File: src/rtl/qirq_pkg.sv
package qirq_pkg;
  localparam int ADDR_W = 4;
  localparam int SUM_W  = 5;

  typedef enum logic [ADDR_W-1:0] {
    A_DONE    = 4'd0,
    A_DONE_EN = 4'd1,
    A_SUM     = 4'd2,
    A_SUM_EN  = 4'd3,
    A_RXE0    = 4'd4,
    A_RXE0_EN = 4'd5,
    A_RXE1    = 4'd6,
    A_RXE1_EN = 4'd7,
    A_TXE     = 4'd8,
    A_TXE_EN  = 4'd9
  } reg_addr_e;

  // summary bit positions
  localparam int S_RX_CS  = 0;
  localparam int S_RX_LEN = 1;
  localparam int S_RX_ZLP = 2;
  localparam int S_TX_CS  = 3;
  localparam int S_TX_LEN = 4;
endpackage

File: src/rtl/qirq_w1c_reg.sv
module qirq_w1c_reg #(
  parameter int W = 32
) (
  input  logic         clk_i,
  input  logic         rst_ni,
  input  logic [W-1:0] set_i,
  input  logic [W-1:0] clr_i,
  output logic [W-1:0] q_o
);
  always_ff @(posedge clk_i or negedge rst_ni) begin
    if (!rst_ni) q_o <= '0;
    else         q_o <= (q_o & ~clr_i) | set_i;  // set beats clear
  end

  p_set_wins_r4: assert property (@(posedge clk_i) disable iff (!rst_ni)
    (set_i != '0) |=> ((q_o & $past(set_i)) == $past(set_i)));

  p_clear_r3: assert property (@(posedge clk_i) disable iff (!rst_ni)
    ((clr_i & ~set_i) != '0) |=> ((q_o & $past(clr_i & ~set_i)) == '0));

  p_hold_r3: assert property (@(posedge clk_i) disable iff (!rst_ni)
    (set_i == '0 && clr_i == '0) |=> $stable(q_o));
endmodule

File: src/rtl/qirq_en_reg.sv
module qirq_en_reg #(
  parameter int W = 32
) (
  input  logic         clk_i,
  input  logic         rst_ni,
  input  logic         we_i,
  input  logic [W-1:0] d_i,
  output logic [W-1:0] q_o
);
  always_ff @(posedge clk_i or negedge rst_ni) begin
    if (!rst_ni)   q_o <= '0;
    else if (we_i) q_o <= d_i;
  end

  p_keep_r9: assert property (@(posedge clk_i) disable iff (!rst_ni)
    !we_i |=> $stable(q_o));
endmodule

File: src/rtl/qirq_summary.sv
module qirq_summary
  import qirq_pkg::*;
#(
  parameter int NUM_EP = 16,
  localparam int DW = 2 * NUM_EP
) (
  input  logic [DW-1:0]     rxe0_i,
  input  logic [DW-1:0]     rxe0_en_i,
  input  logic [NUM_EP-1:0] rxe1_i,
  input  logic [NUM_EP-1:0] rxe1_en_i,
  input  logic [DW-1:0]     txe_i,
  input  logic [DW-1:0]     txe_en_i,
  output logic [SUM_W-1:0]  sum_o
);
  logic [DW-1:0] rxe0_m, txe_m;

  assign rxe0_m = rxe0_i & rxe0_en_i;
  assign txe_m  = txe_i & txe_en_i;

  always_comb begin
    sum_o           = '0;
    sum_o[S_RX_CS]  = |rxe0_m[NUM_EP-1:0];
    sum_o[S_RX_LEN] = |rxe0_m[DW-1:NUM_EP];
    sum_o[S_RX_ZLP] = |(rxe1_i & rxe1_en_i);
    sum_o[S_TX_CS]  = |txe_m[NUM_EP-1:0];
    sum_o[S_TX_LEN] = |txe_m[DW-1:NUM_EP];
  end
endmodule

File: src/rtl/qirq_aggregator.sv
module qirq_aggregator
  import qirq_pkg::*;
#(
  parameter int NUM_EP = 16,
  localparam int DW = 2 * NUM_EP
) (
  input  logic              clk_i,
  input  logic              rst_ni,
  input  logic              reg_we_i,
  input  logic [ADDR_W-1:0] reg_addr_i,
  input  logic [DW-1:0]     reg_wdata_i,
  output logic [DW-1:0]     reg_rdata_o,
  input  logic [NUM_EP-1:0] tx_done_i,
  input  logic [NUM_EP-1:0] rx_done_i,
  input  logic [NUM_EP-1:0] rx_cs_err_i,
  input  logic [NUM_EP-1:0] rx_len_err_i,
  input  logic [NUM_EP-1:0] rx_zlp_err_i,
  input  logic [NUM_EP-1:0] tx_cs_err_i,
  input  logic [NUM_EP-1:0] tx_len_err_i,
  output logic              irq_o
);
  // endpoint 0 has no queue
  localparam logic [NUM_EP-1:0] EP_MASK = ~NUM_EP'(1);

  logic [DW-1:0]     done_q, done_en_q, rxe0_q, rxe0_en_q, txe_q, txe_en_q;
  logic [NUM_EP-1:0] rxe1_q, rxe1_en_q;
  logic [SUM_W-1:0]  sum, sum_en_q;
  logic              src_any;

  function automatic logic hit(input logic [ADDR_W-1:0] a, input reg_addr_e r);
    return reg_we_i && (a == r);
  endfunction

  qirq_w1c_reg #(.W(DW)) u_done (
    .clk_i, .rst_ni,
    .set_i({rx_done_i & EP_MASK, tx_done_i & EP_MASK}),
    .clr_i(reg_wdata_i & {DW{hit(reg_addr_i, A_DONE)}}),
    .q_o  (done_q)
  );

  qirq_w1c_reg #(.W(DW)) u_rxe0 (
    .clk_i, .rst_ni,
    .set_i({rx_len_err_i & EP_MASK, rx_cs_err_i & EP_MASK}),
    .clr_i(reg_wdata_i & {DW{hit(reg_addr_i, A_RXE0)}}),
    .q_o  (rxe0_q)
  );

  qirq_w1c_reg #(.W(NUM_EP)) u_rxe1 (
    .clk_i, .rst_ni,
    .set_i(rx_zlp_err_i & EP_MASK),
    .clr_i(reg_wdata_i[NUM_EP-1:0] & {NUM_EP{hit(reg_addr_i, A_RXE1)}}),
    .q_o  (rxe1_q)
  );

  qirq_w1c_reg #(.W(DW)) u_txe (
    .clk_i, .rst_ni,
    .set_i({tx_len_err_i & EP_MASK, tx_cs_err_i & EP_MASK}),
    .clr_i(reg_wdata_i & {DW{hit(reg_addr_i, A_TXE)}}),
    .q_o  (txe_q)
  );

  qirq_en_reg #(.W(DW)) u_done_en (
    .clk_i, .rst_ni, .we_i(hit(reg_addr_i, A_DONE_EN)),
    .d_i(reg_wdata_i), .q_o(done_en_q));

  qirq_en_reg #(.W(SUM_W)) u_sum_en (
    .clk_i, .rst_ni, .we_i(hit(reg_addr_i, A_SUM_EN)),
    .d_i(reg_wdata_i[SUM_W-1:0]), .q_o(sum_en_q));

  qirq_en_reg #(.W(DW)) u_rxe0_en (
    .clk_i, .rst_ni, .we_i(hit(reg_addr_i, A_RXE0_EN)),
    .d_i(reg_wdata_i), .q_o(rxe0_en_q));

  qirq_en_reg #(.W(NUM_EP)) u_rxe1_en (
    .clk_i, .rst_ni, .we_i(hit(reg_addr_i, A_RXE1_EN)),
    .d_i(reg_wdata_i[NUM_EP-1:0]), .q_o(rxe1_en_q));

  qirq_en_reg #(.W(DW)) u_txe_en (
    .clk_i, .rst_ni, .we_i(hit(reg_addr_i, A_TXE_EN)),
    .d_i(reg_wdata_i), .q_o(txe_en_q));

  qirq_summary #(.NUM_EP(NUM_EP)) u_sum (
    .rxe0_i(rxe0_q), .rxe0_en_i(rxe0_en_q),
    .rxe1_i(rxe1_q), .rxe1_en_i(rxe1_en_q),
    .txe_i(txe_q),   .txe_en_i(txe_en_q),
    .sum_o(sum)
  );

  assign src_any = |(done_q & done_en_q) | |(sum & sum_en_q);

  always_ff @(posedge clk_i or negedge rst_ni) begin
    if (!rst_ni) irq_o <= 1'b0;
    else         irq_o <= src_any;
  end

  always_comb begin
    case (reg_addr_e'(reg_addr_i))
      A_DONE:    reg_rdata_o = done_q;
      A_DONE_EN: reg_rdata_o = done_en_q;
      A_SUM:     reg_rdata_o = DW'(sum);
      A_SUM_EN:  reg_rdata_o = DW'(sum_en_q);
      A_RXE0:    reg_rdata_o = rxe0_q;
      A_RXE0_EN: reg_rdata_o = rxe0_en_q;
      A_RXE1:    reg_rdata_o = DW'(rxe1_q);
      A_RXE1_EN: reg_rdata_o = DW'(rxe1_en_q);
      A_TXE:     reg_rdata_o = txe_q;
      A_TXE_EN:  reg_rdata_o = txe_en_q;
      default:   reg_rdata_o = '0;
    endcase
  end

  p_ep0_quiet_r5: assert property (@(posedge clk_i) disable iff (!rst_ni)
    !done_q[0] && !done_q[NUM_EP] && !rxe0_q[0] && !rxe0_q[NUM_EP] &&
    !rxe1_q[0] && !txe_q[0] && !txe_q[NUM_EP]);

  p_irq_rise_r8: assert property (@(posedge clk_i) disable iff (!rst_ni)
    src_any |=> irq_o);

  p_irq_fall_r8: assert property (@(posedge clk_i) disable iff (!rst_ni)
    !src_any |=> !irq_o);

  p_sum_txlen_r7: assert property (@(posedge clk_i) disable iff (!rst_ni)
    sum[S_TX_LEN] |-> (txe_q[DW-1:NUM_EP] != '0));

  p_sum_zlp_r7: assert property (@(posedge clk_i) disable iff (!rst_ni)
    (rxe1_en_q == '0) |-> !sum[S_RX_ZLP]);
endmodule

File: config.mk
export PLATFORM = sky130hd
export DESIGN_NAME = qirq_aggregator
export DESIGN_NICKNAME = d
export VERILOG_FILES = /design/src/rtl/qirq_pkg.sv /design/src/rtl/qirq_w1c_reg.sv /design/src/rtl/qirq_en_reg.sv /design/src/rtl/qirq_summary.sv /design/src/rtl/qirq_aggregator.sv
export SDC_FILE = /design/constraint.sdc
export NUM_CORES = 1
export LEC_CHECK = 0
export ABC_AREA = 1
export BUFFER_PORTS_ARGS = -buffer_cell sky130_fd_sc_hd__buf_2
export CAP_MARGIN = 5
export CORE_ASPECT_RATIO = 1.1
export CORE_MARGIN = 5
export CORE_UTILIZATION = 35
export DETAILED_ROUTE_END_ITERATION = 10
export PLACE_DENSITY = 0.6
export SYNTH_ARGS = -nofsm -noshare
export SYNTH_HDL_FRONTEND = slang
export SYNTH_SLANG_ARGS = --single-unit
File: constraint.sdc
create_clock -name clk_i -period 2.63 [get_ports clk_i]
set_input_delay 0.1315 -clock clk_i [delete_from_list [all_inputs] [get_ports clk_i]]
set_output_delay 0.1315 -clock clk_i [all_outputs]
set_load 0.005 [all_outputs]
# Word-level counts from Yosys, hierarchy flattened
# Cells that the tools add are included.
# totals
register_bits,230
word_cells,59
# classes
n_eq_ne,9
n_mux,1
bitwise,22
n_reduce_logical,17
# op_table
operator,n
32-bit case mux with 10 select lines,1
32-bit bitwise AND,9
32-bit inverter,3
32-bit OR,3
16-bit OR reduction,5
16-bit bitwise AND,3
32-bit OR reduction,1
4-bit by 3-bit == test with 1-bit output (second input constant),4
16-bit inverter,1
16-bit OR,1
1-bit logical AND,9
4-bit by 2-bit == test with 1-bit output (second input constant),2
4-bit == test (second input constant),2
5-bit bitwise AND,1
5-bit OR reduction,1
4-bit by 1-bit == test with 1-bit output (second input constant),1
4-bit logical NOT,1
1-bit OR,1

# Depth between registers and ports, before layout
# Gate-level depths: netlist of run 1.
# logic_depth
ltp_word,6
ltp_mapped,9
mapped_depth_nobuf,8

# Modules after synthesis
# From an unflattened synthesis of run 1, not the netlist that was laid out.
# hier_totals
cells_unflattened,1972
hier_area_um2,12879.9
# by_module_without_submodules
module,instances,cells_each,area_per_inst_um2
qirq_en_reg at u_done_en ...,3,136,1292.5
qirq_w1c_reg at u_done ...,3,160,1281.2
qirq_aggregator,1,740,3019.1
qirq_summary,1,175,669.4
qirq_en_reg at u_rxe1_en,1,68,644.4
qirq_w1c_reg at u_rxe1,1,80,640.6
qirq_en_reg at u_sum_en,1,21,185.2

# Least setup slack after synthesis of run 1
# No wires, ideal clock.
# synth_path
kind,input port to output port
startpoint,input reg_addr_i[1]
endpoint,output reg_rdata_o[1]
t_arrival_ns,0.907
path_slack_ns,1.591
stages,7
path_buffers,1
path_cell_list,inv_1 > nand2_2 > nor2_4 > buf_4 > nand2_1 > and3_1 > nand3_1
# synth_between
elab_chain_cells,2
# synth_rtl
element,line,rtl
"start, declared",qirq_aggregator.sv:10,"input logic [ADDR_W-1:0] reg_addr_i,"
4-bit == test (tied with other cells),qirq_aggregator.sv:97,case (reg_addr_e'(reg_addr_i))
32-bit case mux with 10 select lines *,qirq_aggregator.sv:97,
"end, declared",qirq_aggregator.sv:12,"output logic [DW-1:0] reg_rdata_o,"
# Mark *: on every way between the ends. The rest lies on a longest branch, timed or not.

# Worst setup path in the final report of run 1
# layout_path
startpoint,register u_txe.q_o[23]
endpoint,output reg_rdata_o[4]
# layout_between
elab_chain_cells,3
# layout_rtl
element,line,rtl
"start, declared",qirq_w1c_reg.sv:8,output logic [W-1:0] q_o
"start signal, assigned",qirq_w1c_reg.sv:12,else q_o <= (q_o & ~clr_i) | set_i;
32-bit bitwise AND,qirq_summary.sv:18,assign txe_m = txe_i & txe_en_i;
16-bit OR reduction,qirq_summary.sv:26,sum_o[S_TX_LEN] = |txe_m[DW-1:NUM_EP];
32-bit case mux with 10 select lines,qirq_aggregator.sv:97,
# No other way between the ends.

==> flow_summary.html, run 1 <==
<table>
<tr><th>Metric</th><th>Value</th></tr>
<tr><th colspan="2">Synth</th></tr>
<tr><td>Yosys top cell area share</td><td>0.508</td></tr>
<tr><td>Synthesis Warnings</td><td>0</td></tr>
<tr><td>Flip-flop and latch count after synthesis</td><td>230</td></tr>
<tr><td>Post-synth EDFFs</td><td>0</td></tr>
<tr><td>Total standard cell area after synthesis</td><td>0.0113 mm^2</td></tr>
<tr><td>Seq/Total Area, Yosys</td><td>0.508</td></tr>
<tr><td>Top cells by area in the synthesized netlist</td><td>dfrtp_1 (51%), nand2_1 (21%), o21ai_1 (7.6%), inv_1 (5.0%), o21ai_2 (3.1%)</td></tr>
<tr><td>Fraction of registers with async set/reset</td><td>1.00</td></tr>
<tr><td>Post-synthesis instance total</td><td>1471</td></tr>
<tr><td>Top_reg_cell synth</td><td>dfrtp_1</td></tr>
<tr><td>Cell taking the most area after synthesis</td><td>dfrtp_1</td></tr>
<tr><td>Avg Synthesized Cell Area</td><td>7.71 um^2</td></tr>
<tr><td>Nets in the synthesized netlist</td><td>1622</td></tr>
<tr><td>Post-synth cell types</td><td>25</td></tr>
<tr><th colspan="2">Power</th></tr>
<tr><td>Worst-case vdd ir drop</td><td>404 uV</td></tr>
<tr><td>Total power divided by cell area</td><td>634 mW/mm^2</td></tr>
<tr><td>Leakage power total</td><td>7.23 nW</td></tr>
<tr><th colspan="2">Route</th></tr>
<tr><td>Number of DRC markers in iteration 0</td><td>759</td></tr>
<tr><td>Wire length per cell after detailed routing</td><td>15.9 um</td></tr>
<tr><td>Number of routed nets with antenna violations</td><td>0</td></tr>
<tr><td>DRC violations left</td><td>0</td></tr>
<tr><td>Vias</td><td>10500</td></tr>
<tr><td>Total wire length</td><td>35500 um</td></tr>
<tr><td>Number of detailed-routing iterations run before antenna repair</td><td>5</td></tr>
<tr><td>Via-to-Cell Ratio</td><td>4.71</td></tr>
<tr><th colspan="2">Clock tree</th></tr>
<tr><td>CTS tree</td><td>done</td></tr>
<tr><td>Depth of the CTS H-tree</td><td>1</td></tr>
<tr><td>Clock Path Buffers</td><td>3</td></tr>
<tr><td>Insertion delay to the later sink of the worst-skew pair</td><td>0.53 ns</td></tr>
<tr><td>Number of buffers inserted during clock tree synthesis</td><td>25</td></tr>
<tr><td>Clock slew at reported path FFs</td><td>0.06 ns</td></tr>
<tr><td>Number of clock sinks</td><td>230</td></tr>
<tr><td>Clock root buffer</td><td>clkbuf_16</td></tr>
<tr><th colspan="2">Worst setup path</th></tr>
<tr><td>Maximum net fanout on the critical path</td><td>3</td></tr>
<tr><td>Largest incremental delay on the critical path</td><td>0.40 ns</td></tr>
<tr><td>Endpoint type of the worst setup path</td><td>output port</td></tr>
<tr><td>Critical Path RT</td><td>2.50 ns</td></tr>
<tr><td>Worst setup path class</td><td>flip-flop to output port</td></tr>
<tr><td>Critical-path top delay cell</td><td>dfrtp_1</td></tr>
<tr><td>Arrival time worst endpoint</td><td>1.93 ns</td></tr>
<tr><td>Most prevalent standard cell on the critical path</td><td>nand2_1</td></tr>
<tr><td>Startpoint type of the worst setup path</td><td>flip-flop</td></tr>
<tr><td>Critical Path, Cell by Cell</td><td>nand2_1, nand2_1, nor2_1, nand2_1, o21ai_0, nand3_1, buf_2</td></tr>
<tr><th colspan="2">Flow run</th></tr>
<tr><td>Max Cap Viol</td><td>0</td></tr>
<tr><th colspan="2">GRT</th></tr>
<tr><td>Number of antenna violations at the first check in global routing</td><td>4</td></tr>
<tr><td>Wire length of the first global-routing pass</td><td>56100 um</td></tr>
<tr><td>Vias in the first global route</td><td>10400</td></tr>
<tr><td>Sum of overflow across all layers after global routing</td><td>0</td></tr>
<tr><td>Largest net degree at the start of global routing</td><td>75</td></tr>
<tr><td>GRT Overall Usage</td><td>0.194</td></tr>
<tr><th colspan="2">Timing</th></tr>
<tr><td>Slack of the critical path</td><td>0.573 ns</td></tr>
<tr><td>Smallest hold slack</td><td>0.00739 ns</td></tr>
<tr><td>RSZ-0062 raised after global routing</td><td>false</td></tr>
<tr><td>Relative max-transition margin</td><td>0.393</td></tr>
<tr><td>Worst clock skew</td><td>0.0146 ns</td></tr>
<tr><td>Final worst path period share</td><td>0.782</td></tr>
<tr><td>Max frequency</td><td>486 MHz</td></tr>
<tr><td>Post-layout min period</td><td>2.06 ns</td></tr>
<tr><td>Max-slew violation total from the final report</td><td>0</td></tr>
<tr><td>Transition time of the tightest slew-check pin</td><td>0.910 ns</td></tr>
<tr><td>Setup-failing EPs final</td><td>0</td></tr>
<tr><td>Number of failing hold endpoints at the final stage</td><td>0</td></tr>
<tr><td>Final TNS setup</td><td>0 ns</td></tr>
<tr><th colspan="2">Layout</th></tr>
<tr><td>Post-Route Utilization</td><td>0.462</td></tr>
<tr><td>Layout-stage area growth over the synthesis result</td><td>30.7%</td></tr>
<tr><td>Number of fill cells</td><td>3229</td></tr>
<tr><td>Most common library cell in the layout ignoring fill and taps</td><td>nand2_1</td></tr>
<tr><td>Fraction of layout instances using a drive strength above 1</td><td>0.169</td></tr>
<tr><td>NumNets Final</td><td>1937</td></tr>
<tr><td>Number of standard cells in the final layout excluding fillers</td><td>2232</td></tr>
<tr><td>Most used cells in the layout excluding fill and tap cells</td><td>nand2_1 (632), dfrtp_1 (230), buf_2 (175), o21ai_1 (172), inv_1 (150)</td></tr>
<tr><th colspan="2">Floorplan</th></tr>
<tr><td>I/O pins</td><td>184</td></tr>
<tr><td>Width of the die</td><td>182 um</td></tr>
<tr><td>Cell Rows</td><td>69</td></tr>
<tr><td>Height of the chip</td><td>199 um</td></tr>
<tr><td>Core Box Area</td><td>0.0321 mm^2</td></tr>
<tr><td>Effective utilization at floorplan</td><td>0.353</td></tr>
<tr><td>Die area</td><td>0.0361 mm^2</td></tr>
<tr><th colspan="2">Min path</th></tr>
<tr><td>Hold Crit Class</td><td>input port to flip-flop</td></tr>
<tr><th colspan="2">Place</th></tr>
<tr><td>Placed cells</td><td>2038</td></tr>
<tr><td>HPWL after DPL</td><td>23500 um</td></tr>
<tr><td>Routability-driven placement congestion ratio</td><td>0.853</td></tr>
<tr><td>Count of input and output buffers</td><td>176</td></tr>
<tr><td>Worst-case setup slack after placement</td><td>0.605 ns</td></tr>
<tr><th colspan="2">Outcome</th></tr>
<tr><td>Result of the run</td><td>completed</td></tr>
</table>
state kept, by name, summed over array words and instances (netlist names):
| signal | count |
|---|---|
| u_sum_en.q_o | 5 |
| u_rxe1.q_o | 16 |
| u_done_en.q_o | 32 |
| u_done.q_o | 32 |
| u_txe_en.q_o | 32 |
| irq_o | 1 |
| u_txe.q_o | 32 |
| u_rxe0.q_o | 32 |
| u_rxe1_en.q_o | 16 |
| u_rxe0_en.q_o | 32 |
metal layers:
metal | global-route usage | wire length (um) | up-vias
li1 | - | - | 5277
met1 | 0.263 | 15700 | 4885
met2 | 0.327 | 16900 | 286
met3 | 0.0251 | 2020 | 58
met4 | 0.0592 | 932 | 4
met5 | 0 | 23 | -
per-stage QoR:
step / power (W) / instance area (um^2)
floorplan: 0.00513 / 11300
global placement: 0.00568 / 12500
detailed placement: 0.00572 / 12500
CTS: 0.00946 / 14800
global route: 0.00987 / 14800
finish: 0.00939 / 14800
critical path: cells and delay by family, from the launching register on:
| family | cells | cell delay (ns) |
|---|---|---|
| AND/OR/NAND/NOR | 5 | 0.57 |
| AO/OA/AOI/OAI | 1 | 0.26 |
| flip-flops | 1 | 0.40 |
| buffers and inverters | 1 | 0.16 |
cells in the mapped netlist (10+ instances only):
library cell,instances
buf_2,18
buf_4,15
a21oi_1,27
buf_6,19
dfrtp_1,230
nand3_1,14
inv_1,150
o21ai_2,40
nand4_1,31
o21ai_0,24
o21ai_1,172
nand2_1,632
inv_2,10
nor2_1,55
path summary, 6_finish.rpt:
path | slack (ns) | start | endpoint | cells after the start
min reg2reg | 0.49 | u_sum_en.q_o[3] | u_sum_en.q_o[3] | 2
max | 0.57 | u_txe.q_o[23] | reg_rdata_o[4] | 7
min | 0.007 | reg_wdata_i[9] | u_rxe0_en.q_o[9] | 3
max reg2reg | 1.25 | u_done.q_o[15] | irq_o | 8
max in group asynchronous | 1.68 | rst_ni | u_rxe0.q_o[5] | 3
min in group asynchronous | 0.18 | rst_ni | u_txe.q_o[11] | 2
cells by family after synthesis:
group	after synthesis	share of synthesized area
DFF	230	0.508
buffers and inverters	214	0.0908
and+or+nand+nor	759	0.269
AOI/OAI and AO/OA	268	0.133
area by class of cell:
class / instances / area [um^2] / share of cell area
Clock inverter: 9 / 98.8 / 0.00667
Multi-Input combinational cell: 1027 / 4550 / 0.307
Antenna cell: 2 / 5.00 / 0.000338
Timing Repair Buffer: 340 / 2530 / 0.171
Tap cell: 426 / 533 / 0.0360
Inverter: 162 / 613 / 0.0414
Clock buffer: 36 / 737 / 0.0497
Sequential cell: 230 / 5760 / 0.388
power by group:
part / internal [W] / switching (W)
logic: 0.000680 / 0.000898
registers: 0.00393 / 0.000299
clock network: 0.00214 / 0.00145
timing repair:
action,4_1_cts,5_1_grt
setup buffers,0,0
endpoints found under the hold margin,242,0
gates resized for setup,0,0
hold buffers,147,0
No activity file was read; power rests on OpenSTA's default activity.
==> inputs of run 2 (changes only) <==
==> constraint.sdc (replaced) <==
create_clock -name clk_i -period 2.1 [get_ports clk_i]
set_input_delay 0.105 -clock clk_i [delete_from_list [all_inputs] [get_ports clk_i]]
set_output_delay 0.105 -clock clk_i [all_outputs]
set_load 0.005 [all_outputs]
==> run 2 against run 1 <==
  * Clock power up 28%
  * Register-to-register slack got worse by 0.56 ns
  * Global-route usage up 0.49 points
  * First-iteration DRC count shrank 1.2%
  * Combinational power up 27%
  * Critical path type unchanged
==> flow_summary.html, run 2 (same netlist as run 1, synthesis figures left out) <==
<table>
<tr><th>Metric</th><th>Value</th></tr>
<tr><th colspan="2">Route</th></tr>
<tr><td>DRC violations left</td><td>0 (unchanged)</td></tr>
<tr><td>Vias</td><td>10600 (was 10500)</td></tr>
<tr><td>Number of routed nets with antenna violations</td><td>0 (unchanged)</td></tr>
<tr><td>Number of DRC markers in iteration 0</td><td>750 (was 759)</td></tr>
<tr><td>Number of detailed-routing iterations run before antenna repair</td><td>5 (unchanged)</td></tr>
<tr><td>Wire length per cell after detailed routing</td><td>15.9 um (about the same)</td></tr>
<tr><td>Via-to-Cell Ratio</td><td>4.70 (was 4.71)</td></tr>
<tr><td>Total wire length</td><td>35800 um (was 35500 um)</td></tr>
<tr><th colspan="2">Floorplan</th></tr>
<tr><td>Width of the die</td><td>182 um (unchanged)</td></tr>
<tr><td>Height of the chip</td><td>199 um (unchanged)</td></tr>
<tr><td>Cell Rows</td><td>69 (unchanged)</td></tr>
<tr><td>Effective utilization at floorplan</td><td>0.353 (unchanged)</td></tr>
<tr><td>Core Box Area</td><td>0.0321 mm^2 (unchanged)</td></tr>
<tr><td>I/O pins</td><td>184 (unchanged)</td></tr>
<tr><td>Die area</td><td>0.0361 mm^2 (unchanged)</td></tr>
<tr><th colspan="2">Power</th></tr>
<tr><td>Sum of internal, switching and leakage power</td><td>0.0119 W (was 0.00939 W)</td></tr>
<tr><td>Worst-case vdd ir drop</td><td>527 uV (was 404 uV)</td></tr>
<tr><td>Total power divided by cell area</td><td>788 mW/mm^2 (was 634 mW/mm^2)</td></tr>
<tr><td>Leakage power total</td><td>7.31 nW (was 7.23 nW)</td></tr>
<tr><th colspan="2">Timing</th></tr>
<tr><td>Relative max-transition margin</td><td>0.410 (was 0.393)</td></tr>
<tr><td>Final worst path period share</td><td>0.947</td></tr>
<tr><td>Max frequency</td><td>503 MHz</td></tr>
<tr><td>Setup-failing EPs final</td><td>0 (unchanged)</td></tr>
<tr><td>Transition time of the tightest slew-check pin</td><td>0.885 ns (was 0.910 ns)</td></tr>
<tr><td>Number of failing hold endpoints at the final stage</td><td>0 (unchanged)</td></tr>
<tr><td>Post-layout min period</td><td>1.99 ns</td></tr>
<tr><td>Final TNS setup</td><td>0 ns (unchanged)</td></tr>
<tr><td>Worst clock skew</td><td>0.00826 ns (was 0.0146 ns)</td></tr>
<tr><td>Max-slew violation total from the final report</td><td>0 (unchanged)</td></tr>
<tr><td>RSZ-0062 raised after global routing</td><td>false (unchanged)</td></tr>
<tr><th colspan="2">GRT</th></tr>
<tr><td>Largest net degree at the start of global routing</td><td>65 (was 75)</td></tr>
<tr><td>Sum of overflow across all layers after global routing</td><td>0 (unchanged)</td></tr>
<tr><td>Vias in the first global route</td><td>10700 (was 10400)</td></tr>
<tr><td>GRT Overall Usage</td><td>0.199 (was 0.194)</td></tr>
<tr><td>Wire length of the first global-routing pass</td><td>57700 um (was 56100 um)</td></tr>
<tr><td>Number of antenna violations at the first check in global routing</td><td>5 (was 4)</td></tr>
<tr><th colspan="2">Outcome</th></tr>
<tr><td>Result of the run</td><td>completed (unchanged)</td></tr>
<tr><th colspan="2">Clock tree</th></tr>
<tr><td>Clock root buffer</td><td>clkbuf_16 (unchanged)</td></tr>
<tr><td>Depth of the CTS H-tree</td><td>1 (unchanged)</td></tr>
<tr><td>Number of clock sinks</td><td>230 (unchanged)</td></tr>
<tr><td>Number of buffers inserted during clock tree synthesis</td><td>24 (was 25)</td></tr>
<tr><td>Insertion delay to the later sink of the worst-skew pair</td><td>0.52 ns (was 0.53 ns)</td></tr>
<tr><td>Clock slew at reported path FFs</td><td>0.07 ns (was 0.06 ns)</td></tr>
<tr><td>Clock Path Buffers</td><td>3 (unchanged)</td></tr>
<tr><td>CTS tree</td><td>done (unchanged)</td></tr>
<tr><th colspan="2">Worst setup path</th></tr>
<tr><td>Critical Path, Cell by Cell</td><td>nand2_1, nand2_1, nor2_1, nand2_1, o21ai_0, nand3_1, buf_2 (unchanged)</td></tr>
<tr><td>Reg2Reg Capture Point</td><td>irq_o (unchanged)</td></tr>
<tr><td>Timing startpoint of the critical path</td><td>u_rxe1.q_o[11] (was u_txe.q_o[23])</td></tr>
<tr><td>Launching point of the worst reg2reg path</td><td>u_txe.q_o[23] (was u_done.q_o[15])</td></tr>
<tr><td>Most prevalent standard cell on the critical path</td><td>nand2_1 (unchanged)</td></tr>
<tr><td>Startpoint type of the worst setup path</td><td>flip-flop (unchanged)</td></tr>
<tr><td>Arrival time worst endpoint</td><td>1.88 ns (was 1.93 ns)</td></tr>
<tr><td>FF-to-FF path depth</td><td>8 (unchanged)</td></tr>
<tr><td>Critical Path RT</td><td>2.00 ns (was 2.50 ns)</td></tr>
<tr><td>Setup crit end</td><td>reg_rdata_o[2] (was reg_rdata_o[4])</td></tr>
<tr><td>Endpoint type of the worst setup path</td><td>output port (unchanged)</td></tr>
<tr><td>Largest incremental delay on the critical path</td><td>0.41 ns (was 0.40 ns)</td></tr>
<tr><td>Critical-path top delay cell</td><td>dfrtp_1 (unchanged)</td></tr>
<tr><td>Worst setup path class</td><td>flip-flop to output port (unchanged)</td></tr>
<tr><td>Maximum net fanout on the critical path</td><td>3 (unchanged)</td></tr>
<tr><td>R2r setup slk</td><td>0.69 ns (was 1.25 ns)</td></tr>
<tr><th colspan="2">Layout</th></tr>
<tr><td>Fraction of layout instances using a drive strength above 1</td><td>0.171 (was 0.169)</td></tr>
<tr><td>Layout-stage area growth over the synthesis result</td><td>33.0% (was 30.7%)</td></tr>
<tr><td>Most common library cell in the layout ignoring fill and taps</td><td>nand2_1 (unchanged)</td></tr>
<tr><td>Most used cells in the layout excluding fill and tap cells</td><td>nand2_1 (632), dfrtp_1 (230), buf_2 (175), o21ai_1 (172), dlygate4sd3_1 (163) (was nand2_1 (632), dfrtp_1 (230), buf_2 (175), o21ai_1 (172), inv_1 (150))</td></tr>
<tr><td>NumNets Final</td><td>1957 (was 1937)</td></tr>
<tr><th colspan="2">Place</th></tr>
<tr><td>Routability-driven placement congestion ratio</td><td>0.836 (was 0.853)</td></tr>
<tr><td>Count of input and output buffers</td><td>176 (unchanged)</td></tr>
<tr><td>HPWL after DPL</td><td>23500 um (about the same)</td></tr>
<tr><th colspan="2">Flow run</th></tr>
<tr><td>Max Cap Viol</td><td>0 (unchanged)</td></tr>
<tr><th colspan="2">Min path</th></tr>
<tr><td>Hold Crit Class</td><td>input port to flip-flop (unchanged)</td></tr>
</table>
==> run 2: cell types whose count changed in the layout (fill, tap and decap cells not counted), sizes merged <==
cell / before / now
inv: 163 / 162
bufinv: 2 / 3
clkbuf: 36 / 35
dlygate4sd3: 147 / 163
diode: 2 / 3
buf: 193 / 198
==> run 2: layout make-up <==
type | count | area [um^2]
Inverter | 162 | 613
Multi-Input combinational cell | 1027 | 4560
Clock inverter | 9 | 128
Timing Repair Buffer | 361 | 2750
Sequential cell | 230 | 5760
Tap cell | 426 | 533
Clock buffer | 35 | 733
Fill cell | 3253 | 17000
Antenna cell | 3 | 7.51
==> run 2: power by group <==
part / switching [W] / internal [W] / total [W]
Combinational: 0.00113 / 0.000867 / 0.00200
Sequential: 0.000374 / 0.00492 / 0.00530
Clock: 0.00179 / 0.00279 / 0.00458
==> run 2: critical path: cells and delay by family (launching register included) <==
family	cells	cell delay (ns)
simple gates	5	0.58
flops	1	0.41
buf+inv	1	0.16
compound gates	1	0.22
==> run 2: timing repair <==
action / in CTS / in global routing
pin swaps: 0 / 0
resized for setup: 1 / 1
buffers inserted: 0 / 0
hold endpoints to repair: 355 / 0
endpoints found under the setup margin: 1 / 1
hold buffers: 163 / 0
==> run 2: layer usage <==
metal | track usage | wire, um | vias up
li1 | - | - | 5290
met1 | 0.267 | 15900 | 4972
met2 | 0.342 | 17300 | 279
met3 | 0.0260 | 1650 | 55
met4 | 0.0548 | 891 | 4
met5 | 0 | 34 | -
==> run 2: worst min path at each step <==
stage / slack (ns) / to / start / cells past startpoint
2_1_floorplan: -0.19 / irq_o / rst_ni / 0
3_3_place_gp: 0.07 / u_done.q_o[13] / rst_ni / 1
3_5_place_dp: 0.07 / u_rxe0.q_o[13] / rst_ni / 1
4_1_cts: 0.0004 / u_rxe0_en.q_o[2] / reg_wdata_i[2] / 3
5_1_grt: 0.04 / u_rxe0_en.q_o[2] / reg_wdata_i[2] / 3
6_report: 0.006 / u_rxe0_en.q_o[2] / reg_wdata_i[2] / 3
==> run 2: through the flow <==
stage	hold slack (ns)	area, um^2	utilization	cells	setup WS, ns
6_report	0.00619	15100	0.469	2253	0.111
5_1_grt	0.0351	15100	0.469	2253	0.0000298
4_1_cts	0.000380	15100	0.469	2250	0.0163
3_5_place_dp	0.0740	12600	0.391	2043	0.420
3_3_place_gp	0.0727	12600	0.391	2043	0.436
2_1_floorplan	-0.191	11300	-	1471	1.07
==> inputs of run 3 (changes only) <==
--- a/config.mk
+++ b/config.mk
@@ -12,6 +12,7 @@
 export CORE_MARGIN = 5
 export CORE_UTILIZATION = 35
 export DETAILED_ROUTE_END_ITERATION = 10
+export HOLD_SLACK_MARGIN = 0.06
 export PLACE_DENSITY = 0.6
 export SYNTH_ARGS = -nofsm -noshare
 export SYNTH_HDL_FRONTEND = slang
==> run 3 against run 2 <==
  * Total power increased by 0.37%
  * Cell area increased by 3.9%
  * Fmax decreased by 0.71%
  * Worst setup slack got worse by 0.014 ns
  * Die area unchanged
  * Core utilization increased by 1.8 points
  * Highest routed layer unchanged
  * Global-route usage increased by 0.39 points
  * Clock power about the same
==> flow_summary.html, run 3 (same netlist as run 1, synthesis figures left out) <==
<table>
<tr><th>Metric</th><th>Value</th></tr>
<tr><th colspan="2">Outcome</th></tr>
<tr><td>Result of the run</td><td>completed (unchanged)</td></tr>
<tr><th colspan="2">Route</th></tr>
<tr><td>DRC violations left</td><td>0 (unchanged)</td></tr>
<tr><td>Met3 routed wirelength</td><td>1800 um (was 1650 um)</td></tr>
<tr><td>Number of DRC markers in iteration 0</td><td>759 (was 750)</td></tr>
<tr><td>Wire length on met2</td><td>17800 um (was 17300 um)</td></tr>
<tr><td>Top layer used by detailed routing</td><td>met5 (unchanged)</td></tr>
<tr><td>WL met1</td><td>16000 um (was 15900 um)</td></tr>
<tr><td>Via-to-Cell Ratio</td><td>4.70 (about the same)</td></tr>
<tr><td>Wire length per cell after detailed routing</td><td>15.8 um (was 15.9 um)</td></tr>
<tr><td>Number of routed nets with antenna violations</td><td>0 (unchanged)</td></tr>
<tr><td>Total wire length</td><td>36500 um (was 35800 um)</td></tr>
<tr><td>Vias</td><td>10900 (was 10600)</td></tr>
<tr><td>Number of detailed-routing iterations run before antenna repair</td><td>5 (unchanged)</td></tr>
<tr><th colspan="2">Layout</th></tr>
<tr><td>Most common library cell in the layout ignoring fill and taps</td><td>nand2_1 (unchanged)</td></tr>
<tr><td>Post-Route Utilization</td><td>0.488 (was 0.469)</td></tr>
<tr><td>NumNets Final</td><td>2016 (was 1957)</td></tr>
<tr><td>Layout-stage area growth over the synthesis result</td><td>38.1% (was 33.0%)</td></tr>
<tr><td>Most used cells in the layout excluding fill and tap cells</td><td>nand2_1 (632), dfrtp_1 (230), dlygate4sd3_1 (222), buf_2 (175), o21ai_1 (173) (was nand2_1 (632), dfrtp_1 (230), buf_2 (175), o21ai_1 (172), dlygate4sd3_1 (163))</td></tr>
<tr><td>Fraction of layout instances using a drive strength above 1</td><td>0.165 (was 0.171)</td></tr>
<tr><td>Sequential standard cell area</td><td>0.00576 mm^2 (unchanged)</td></tr>
<tr><td>Number of fill cells</td><td>3191 (was 3253)</td></tr>
<tr><td>Area occupied by multi-input gates</td><td>0.00456 mm^2 (unchanged)</td></tr>
<tr><th colspan="2">Worst setup path</th></tr>
<tr><td>Maximum net fanout on the critical path</td><td>3 (unchanged)</td></tr>
<tr><td>Number of buffers and inverters on the critical path</td><td>1 (unchanged)</td></tr>
<tr><td>Path length in cells of the critical path</td><td>7 (unchanged)</td></tr>
<tr><td>Largest incremental delay on the critical path</td><td>0.40 ns (was 0.41 ns)</td></tr>
<tr><td>Most prevalent standard cell on the critical path</td><td>nand2_1 (unchanged)</td></tr>
<tr><td>FF-to-FF path depth</td><td>8 (unchanged)</td></tr>
<tr><td>Critical-path top delay cell</td><td>dfrtp_1 (unchanged)</td></tr>
<tr><td>Critical Path, Cell by Cell</td><td>nand2_1, nand2_1, nor2_1, nand2_1, o21ai_2, nand3_1, buf_2 (was nand2_1, nand2_1, nor2_1, nand2_1, o21ai_0, nand3_1, buf_2)</td></tr>
<tr><td>Startpoint type of the worst setup path</td><td>flip-flop (unchanged)</td></tr>
<tr><td>Endpoint type of the worst setup path</td><td>output port (unchanged)</td></tr>
<tr><td>Critical Path RT</td><td>2.00 ns (about the same)</td></tr>
<tr><td>Crit-path leading delay family</td><td>simple AND/OR/NAND/NOR gates (unchanged)</td></tr>
<tr><td>Worst setup path class</td><td>flip-flop to output port (unchanged)</td></tr>
<tr><td>Arrival time worst endpoint</td><td>1.90 ns (was 1.88 ns)</td></tr>
<tr><th colspan="2">Timing</th></tr>
<tr><td>Max-slew violation total from the final report</td><td>0 (unchanged)</td></tr>
<tr><td>Max frequency</td><td>499 MHz (was 503 MHz)</td></tr>
<tr><td>Worst clock skew</td><td>0.00614 ns (was 0.00826 ns)</td></tr>
<tr><td>RSZ-0062 raised after global routing</td><td>false (unchanged)</td></tr>
<tr><td>Setup-failing EPs final</td><td>0 (unchanged)</td></tr>
<tr><td>Final TNS setup</td><td>0 ns (unchanged)</td></tr>
<tr><td>Relative max-transition margin</td><td>0.415 (was 0.410)</td></tr>
<tr><td>Number of failing hold endpoints at the final stage</td><td>0 (unchanged)</td></tr>
<tr><td>Post-layout min period</td><td>2.00 ns (was 1.99 ns)</td></tr>
<tr><td>Transition time of the tightest slew-check pin</td><td>0.878 ns (was 0.885 ns)</td></tr>
<tr><td>Final worst path period share</td><td>0.954 (was 0.947)</td></tr>
<tr><th colspan="2">GRT</th></tr>
<tr><td>Sum of overflow across all layers after global routing</td><td>0 (unchanged)</td></tr>
<tr><td>Largest net degree at the start of global routing</td><td>65 (unchanged)</td></tr>
<tr><td>Vias in the first global route</td><td>11100 (was 10700)</td></tr>
<tr><td>GRT Overall Usage</td><td>0.203 (was 0.199)</td></tr>
<tr><td>Wire length of the first global-routing pass</td><td>59000 um (was 57700 um)</td></tr>
<tr><td>Number of antenna violations at the first check in global routing</td><td>3 (was 5)</td></tr>
<tr><th colspan="2">Floorplan</th></tr>
<tr><td>Core Box Area</td><td>0.0321 mm^2 (unchanged)</td></tr>
<tr><td>Cell Rows</td><td>69 (unchanged)</td></tr>
<tr><td>Height of the chip</td><td>199 um (unchanged)</td></tr>
<tr><td>Die area</td><td>0.0361 mm^2 (unchanged)</td></tr>
<tr><td>I/O pins</td><td>184 (unchanged)</td></tr>
<tr><td>Effective utilization at floorplan</td><td>0.353 (unchanged)</td></tr>
<tr><td>Width of the die</td><td>182 um (unchanged)</td></tr>
<tr><th colspan="2">Clock tree</th></tr>
<tr><td>Depth of the CTS H-tree</td><td>1 (unchanged)</td></tr>
<tr><td>Clock root buffer</td><td>clkbuf_16 (unchanged)</td></tr>
<tr><td>Clock slew at reported path FFs</td><td>0.07 ns (about the same)</td></tr>
<tr><td>Number of clock sinks</td><td>230 (unchanged)</td></tr>
<tr><td>CTS tree</td><td>done (unchanged)</td></tr>
<tr><td>Number of buffers inserted during clock tree synthesis</td><td>24 (unchanged)</td></tr>
<tr><td>Clock Path Buffers</td><td>3 (unchanged)</td></tr>
<tr><td>Number of setup buffers added after CTS</td><td>0 (unchanged)</td></tr>
<tr><td>Insertion delay to the later sink of the worst-skew pair</td><td>0.52 ns (about the same)</td></tr>
<tr><th colspan="2">Flow run</th></tr>
<tr><td>Max Cap Viol</td><td>0 (unchanged)</td></tr>
<tr><th colspan="2">Min path</th></tr>
<tr><td>Hold Crit Class</td><td>input port to flip-flop (unchanged)</td></tr>
<tr><td>Min-Delay Path Depth</td><td>5 (was 3)</td></tr>
<tr><th colspan="2">Place</th></tr>
<tr><td>Count of input and output buffers</td><td>176 (unchanged)</td></tr>
<tr><td>HPWL after DPL</td><td>23500 um (unchanged)</td></tr>
<tr><td>Routability-driven placement congestion ratio</td><td>0.836 (unchanged)</td></tr>
<tr><th colspan="2">Power</th></tr>
<tr><td>Total power divided by cell area</td><td>761 mW/mm^2 (was 788 mW/mm^2)</td></tr>
<tr><td>Worst-case vdd ir drop</td><td>528 uV (was 527 uV)</td></tr>
<tr><td>Leakage power total</td><td>7.41 nW (was 7.31 nW)</td></tr>
</table>
run 3: cell types whose count changed in the layout (fill, tap and decap cells not counted):
| cell | delta |
|---|---|
| diode_2 | -2 |
| dlygate4sd3_1 | +59 |
| o21ai_0 | -1 |
| o21ai_1 | +1 |
run 3: cell type report:
class	instances	area share
sequential	230	0.367
multi-input combinational	1027	0.291
timing repair buffer	420	0.213
clock buffer	35	0.0468
inverter	162	0.0391
tap	426	0.0340
clock inverter	9	0.00815
antenna	1	0.000160
run 3: what timing repair did:
| item | CTS | global route |
|---|---|---|
| gates resized for setup | 1 | 2 |
| pin swaps | 0 | 0 |
| endpoints found under the hold margin | 459 | 0 |
| hold buffers | 222 | 0 |
| setup endpoints to repair | 1 | 2 |
run 3: through the flow:
step / hold WS (ns) / area (um^2) / power, W / cells / worst slack (ns)
6_report: 0.0789 / 15700 / 0.0119 / 2310 / 0.0970
5_1_grt: 0.109 / 15700 / 0.0125 / 2310 / 0.00288
4_1_cts: 0.0647 / 15700 / 0.0120 / 2309 / 0.0163
3_5_place_dp: 0.0740 / 12600 / 0.00716 / 2043 / 0.420
3_3_place_gp: 0.0727 / 12600 / 0.00712 / 2043 / 0.436
2_1_floorplan: -0.191 / 11300 / 0.00642 / 1471 / 1.07
run 3: path summary, 6_finish.rpt:
path	slack, ns	from	end
setup / recovery	0.1	u_txe.q_o[23]	reg_rdata_o[4]
hold / removal	0.08	reg_addr_i[3]	u_rxe1.q_o[0]
setup reg to reg	0.67	u_done.q_o[9]	irq_o
hold reg to reg	0.49	u_sum_en.q_o[4]	u_sum_en.q_o[4]
max in group asynchronous	1.25	rst_ni	u_rxe1_en.q_o[9]
min in group asynchronous	0.11	rst_ni	u_done.q_o[13]
run 3: metal layers:
layer	track usage	vias to the layer above
met2	0.351	294
met5	0	-
li1	-	5403
met4	0.0575	4
met3	0.0271	65
met1	0.269	5090
run 3: worst reg2reg max path: cells and delay by family, from the launching register on:
kind / cells / cell delay (ns)
and+or+nand+nor: 8 / 0.89
DFF: 1 / 0.40
run 3: report_power, final:
| group | total, W | internal [W] | switching, W |
|---|---|---|---|
| registers | 0.00530 | 0.00492 | 0.000373 |
| clock network | 0.00459 | 0.00279 | 0.00180 |
| logic | 0.00203 | 0.000888 | 0.00114 |
